==> src/rtl/priv_pkg.sv <==
package priv_pkg;

  typedef enum logic [3:0] {
    OPC_PLAIN   = 4'd0,
    OPC_DCACHE  = 4'd1,
    OPC_ICACHE  = 4'd2,
    OPC_INT_ON  = 4'd3,
    OPC_INT_OFF = 4'd4,
    OPC_INT_TGL = 4'd5,
    OPC_HALT    = 4'd6,
    OPC_SYSCTL  = 4'd7,
    OPC_MODPC   = 4'd8
  } op_class_e;

  typedef enum logic [2:0] {
    FLT_NONE          = 3'd0,
    FLT_TYPE_MISMATCH = 3'd2
  } fault_code_e;

  function automatic logic needs_sup(input logic [3:0] cls, input logic mask_nz);
    logic r;
    case (cls)
      OPC_DCACHE, OPC_ICACHE, OPC_INT_ON, OPC_INT_OFF,
      OPC_INT_TGL, OPC_HALT, OPC_SYSCTL: r = 1'b1;
      OPC_MODPC:                         r = mask_nz;
      default:                           r = 1'b0;
    endcase
    return r;
  endfunction

endpackage

==> src/rtl/priv_mode_ctrl.sv <==
module priv_mode_ctrl (
  input  logic clk,
  input  logic rst,
  input  logic enter_i,
  input  logic return_i,
  output logic sup_o
);

  always_ff @(posedge clk) begin
    if (rst)           sup_o <= 1'b1;
    else if (enter_i)  sup_o <= 1'b1;
    else if (return_i) sup_o <= 1'b0;
  end

endmodule

==> src/rtl/priv_sp_bank.sv <==
module priv_sp_bank #(
  parameter int SPW = 32,
  parameter logic [SPW-1:0] SP_RST = '0
) (
  input  logic           clk,
  input  logic           rst,
  input  logic           sup_i,
  input  logic           we_i,
  input  logic [SPW-1:0] wdata_i,
  output logic [SPW-1:0] sp_o
);

  localparam int NBANK = 2;

  logic [SPW-1:0] bank_q [NBANK];

  for (genvar b = 0; b < NBANK; b++) begin : g_bank
    always_ff @(posedge clk) begin
      if (rst)                                  bank_q[b] <= SP_RST;
      else if (we_i && (sup_i == (b == 1)))     bank_q[b] <= wdata_i;
    end
  end

  assign sp_o = sup_i ? bank_q[1] : bank_q[0];

endmodule

==> src/rtl/priv_region_match.sv <==
module priv_region_match #(
  parameter int AW   = 32,
  parameter int NREG = 3,
  parameter logic [NREG*AW-1:0] BASE  = '0,
  parameter logic [NREG*AW-1:0] LIMIT = '0
) (
  input  logic [AW-1:0] addr_i,
  output logic          hit_o
);

  logic [NREG-1:0] hit_vec;

  for (genvar i = 0; i < NREG; i++) begin : g_win
    localparam logic [AW-1:0] LO = BASE[i*AW +: AW];
    localparam logic [AW-1:0] HI = LIMIT[i*AW +: AW];
    assign hit_vec[i] = (addr_i >= LO) && (addr_i <= HI);
  end

  assign hit_o = |hit_vec;

endmodule

==> src/rtl/priv_guard.sv <==
module priv_guard
  import priv_pkg::*;
#(
  parameter int AW   = 32,
  parameter int SPW  = 32,
  parameter int NREG = 3,
  parameter logic [NREG*AW-1:0] WIN_BASE  = {32'hFF01_0000, 32'hFF00_0000, 32'h0000_0100},
  parameter logic [NREG*AW-1:0] WIN_LIMIT = {32'hFF01_00FF, 32'hFF00_FFFF, 32'h0000_03FF},
  parameter logic [SPW-1:0] SP_RST = '0
) (
  input  logic           clk,
  input  logic           rst,
  input  logic           op_valid_i,
  input  logic [3:0]     op_class_i,
  input  logic           op_mask_nz_i,
  input  logic           wr_valid_i,
  input  logic [AW-1:0]  wr_addr_i,
  input  logic           evt_enter_i,
  input  logic           evt_return_i,
  input  logic           sp_we_i,
  input  logic [SPW-1:0] sp_wdata_i,
  output logic           mode_sup_o,
  output logic [SPW-1:0] sp_o,
  output logic           op_en_o,
  output logic           wr_en_o,
  output logic           fault_valid_o,
  output logic [2:0]     fault_code_o
);

  logic sup_q;
  logic win_hit;
  logic deny_op, deny_wr;

  priv_mode_ctrl u_mode (
    .clk      (clk),
    .rst      (rst),
    .enter_i  (evt_enter_i),
    .return_i (evt_return_i),
    .sup_o    (sup_q)
  );

  priv_sp_bank #(.SPW(SPW), .SP_RST(SP_RST)) u_sp (
    .clk     (clk),
    .rst     (rst),
    .sup_i   (sup_q),
    .we_i    (sp_we_i),
    .wdata_i (sp_wdata_i),
    .sp_o    (sp_o)
  );

  priv_region_match #(.AW(AW), .NREG(NREG), .BASE(WIN_BASE), .LIMIT(WIN_LIMIT)) u_win (
    .addr_i (wr_addr_i),
    .hit_o  (win_hit)
  );

  // judged against the mode register, i.e. the mode before any event this cycle
  always_comb begin
    deny_op = op_valid_i && !sup_q && needs_sup(op_class_i, op_mask_nz_i);
    deny_wr = wr_valid_i && !sup_q && win_hit;
  end

  always_ff @(posedge clk) begin
    if (rst) begin
      op_en_o       <= 1'b0;
      wr_en_o       <= 1'b0;
      fault_valid_o <= 1'b0;
      fault_code_o  <= FLT_NONE;
    end else begin
      op_en_o       <= op_valid_i && !deny_op;
      wr_en_o       <= wr_valid_i && !deny_wr;
      fault_valid_o <= deny_op || deny_wr;
      fault_code_o  <= (deny_op || deny_wr) ? FLT_TYPE_MISMATCH : FLT_NONE;
    end
  end

  assign mode_sup_o = sup_q;

endmodule

==> config.mk <==
export PLATFORM = sky130hd
export DESIGN_NAME = priv_guard
export DESIGN_NICKNAME = d
export VERILOG_FILES = /design/src/rtl/priv_pkg.sv /design/src/rtl/priv_mode_ctrl.sv /design/src/rtl/priv_sp_bank.sv /design/src/rtl/priv_region_match.sv /design/src/rtl/priv_guard.sv
export SDC_FILE = /design/constraint.sdc
export NUM_CORES = 1
export LEC_CHECK = 0
export ABC_AREA = 1
export BUFFER_PORTS_ARGS = -buffer_cell sky130_fd_sc_hd__buf_2
export CORE_MARGIN = 5
export CORE_UTILIZATION = 53
export DETAILED_ROUTE_END_ITERATION = 7
export PLACE_DENSITY = 0.85
export SYNTH_ARGS = -nofsm -noshare
export SYNTH_HDL_FRONTEND = slang
export SYNTH_SLANG_ARGS = --single-unit
==> constraint.sdc <==
create_clock -name clk -period 6.8 [get_ports clk]
set_clock_uncertainty 0.05 [all_clocks]
set_input_delay 0.68 -clock clk [delete_from_list [all_inputs] [get_ports clk]]
set_output_delay 0.68 -clock clk [all_outputs]
set_load 0.005 [all_outputs]
==> impl_metrics.toml <==
[timing]
finalMaxSlewViolations = 0
period_minus_slack_ns = 2.13
worst_slack_ns = 4.67
worst_pin_slew_ns = 1.06
hold_viol = 0
setup_violations = 0
rsz0062_at_grt = "false"
fin_crit_sh = 0.313
relSlewSlack = 0.288
tns_ns = 0
fmax_ghz = 0.469

[yosys]
syn_inst = 333
synth_seq_area_share = 0.656
synth_top_area_cell = "edfxtp_1"
synth_seq_cells = 68
synth_top_family_by_area = "simple AND/OR/NAND/NOR gates"
synth_fa_ha_area_frac = 0
synth_top_area_share = 0.630
yosys_warnings = 0
synthMuxAreaShare = 0
yosys.area_share.simple = 0.255
ys_top_cells_by_area = "edfxtp_1 (63%), nand2_1 (14%), nor2_1 (10%)"
ys_types = 18
netlist_area_sq_mm = 0.00305
postSynthAreaPerCell_sq_um = 9.16
synth-xor-area-share = 0
synth_compound_area_frac = 0.0111

[pwr]
leakagePower_nw = 1.94
clock_power_share = 0.310
p_sw_frac = 0.230
p_sw_w = 0.000196
pwr-share-seq = 0.577
p_int_w = 0.000656
ir_drop_mv = 0.189
power_density_mw_per_mm2 = 226
combPwrFrac = 0.113

[clock_network]
h-tree-depth = 3
cts_setup_buffers = 0
ctsHoldBuffers = 0
cts_root_buffer = "clkbuf_8"
worstSkewPairLatency_ns = 0.32
numCtsBuffers = 9
cts_tree = "yes"
cts_buffer_depth = 2
cts.repair.resized = 0
path_clk_slew_ns = 0.06
clock_sinks = 68

[floorplan]
rows = 27
start_util = 0.551
fp.dieArea_sq_mm = 0.00738
die_h_um = 85.9
ios = 115
die_x_um = 85.9
core_area_sq_mm = 0.00554

[placed_design]
place_hpwl_mm = 4.28
place_ws_ns = 4.63
placed_area_sq_mm = 0.00362
globalplace.congestion = 0.786
io_buffer_count = 104

[grt]
grt_pass1_wl_mm = 10.8
grt_max_degree = 38
antenna_found_initial = 0
grt_pass1_vias = 2505
grt.total_usage = 0.187
overflow = 0

[layout]
fill_cells = 441
fin_nets = 512
post-route-util = 0.682
layout_common_cells = "nand2_1 (114), buf_2 (104), nor2_1 (83), edfxtp_1 (64), inv_1 (37)"
multi_input_area_sq_um = 842
drive_gt1_frac = 0.279
ff_latch_area_sq_mm = 0.00200
num_antenna_cells = 0
area_growth_pct = 23.8
final_common_cell = "nand2_1"
design_area_sq_mm = 0.00378

[worst_setup_path]
rr_startpoint = "u_mode.sup_o"
critPathRequiredTime_ns = 6.07
critPathLaunchType = "flop"
crit_fanout = 35
crit_start = "u_mode.sup_o"
crit_arrival_ns = 1.40
cp-end-kind = "output pin"
timing.reg2reg.setup_slack_ns = 4.81
setup.worst_path.class = "reg -> out"

[job]
drv_cap = 0

[detailed_routing]
vias = 2404
firstDrtPassIters = 4
ant_nets = 0
drt-wirelength-per-cell_um = 12.5
drc = 0
viasPerCell = 4.69
dr.first_iter.drc_count = 131
wirelength_mm = 6.43

[hold_path]
hold_path.class = "in -> reg"
min-delay-start = "rst"

[outcome]
status = "complete, no violations"
-- area by class of cell --
type	count	share of cell area
Tap cell	72	0.0238
Multi-Input combinational cell	212	0.223
Clock inverter	3	0.00364
Sequential cell	68	0.530
Timing Repair Buffer	107	0.144
Inverter	38	0.0391
Clock buffer	13	0.0368
-- power groups by stage --
stage	registers [W]	clock network, W	logic, W
5_1_grt	0.000494	0.000286	0.000110
6_report	0.000492	0.000264	0.0000962
3_5_place_dp	0.000501	0	0.0000974
3_3_place_gp	0.000499	0	0.0000944
4_1_cts	0.000492	0.000268	0.0000978
2_1_floorplan	0.000500	0	0.0000483
-- stage by stage --
step,power [W],hold slack (ns),std cells
2_1_floorplan,0.000549,0.562,334
3_3_place_gp,0.000594,0.695,497
3_5_place_dp,0.000598,0.717,497
4_1_cts,0.000858,0.493,513
5_1_grt,0.000890,0.514,513
6_report,0.000852,0.506,513
-- critical path: stages (launching register included) --
cell and delay, ns:
dfxtp_1 0.38, buf_4 0.38, nand2_1 0.09, nand2_1 0.10, buf_2 0.12
-- metal layers --
| metal | track usage | up-vias | share of wire |
|---|---|---|---|
| met5 | 0 | - | 0 |
| met4 | 0.0719 | 0 | 0.012 |
| met3 | 0.0432 | 9 | 0.081 |
| met2 | 0.360 | 91 | 0.55 |
| met1 | 0.194 | 1072 | 0.36 |
| li1 | - | 1232 | - |
-- kinds of logic (layout without fill, tap and decap cells) --
logic type,count (synthesis),count (layout)
buffers and inverters,54,161
AND/OR/NAND/NOR,204,204
AO/OA/AOI/OAI,6,6
other,1,2
flip-flops,68,68
-- synth_stat cells --
cell type,count
nor2_1,83
buf_2,6
edfxtp_1,64
inv_1,37
nand2_1,114
clkbuf_1,6
dfxtp_1,4
a21oi_1,1
nand3_1,3
nand4_1,2
nor3_1,1
conb_1,1
buf_6,1
buf_4,3
nor2_2,1
a21oi_2,1
o21ai_0,4
clkinv_4,1
-- final timing paths --
path | endpoint | cells past startpoint
max | sp_o[18] | 4
min | fault_valid_o | 2
max reg2reg | u_sp.bank_q[1][28] | 2
min reg2reg | u_mode.sup_o | 2
-- state kept, by name, summed over array words and instances (netlist names) --
| name | flops |
|---|---|
| u_sp.bank_q | 64 |
| u_mode.sup_o | 1 |
| fault_valid_o | 1 |
| wr_en_o | 1 |
| op_en_o | 1 |
Power figures use the tool's default switching activity.
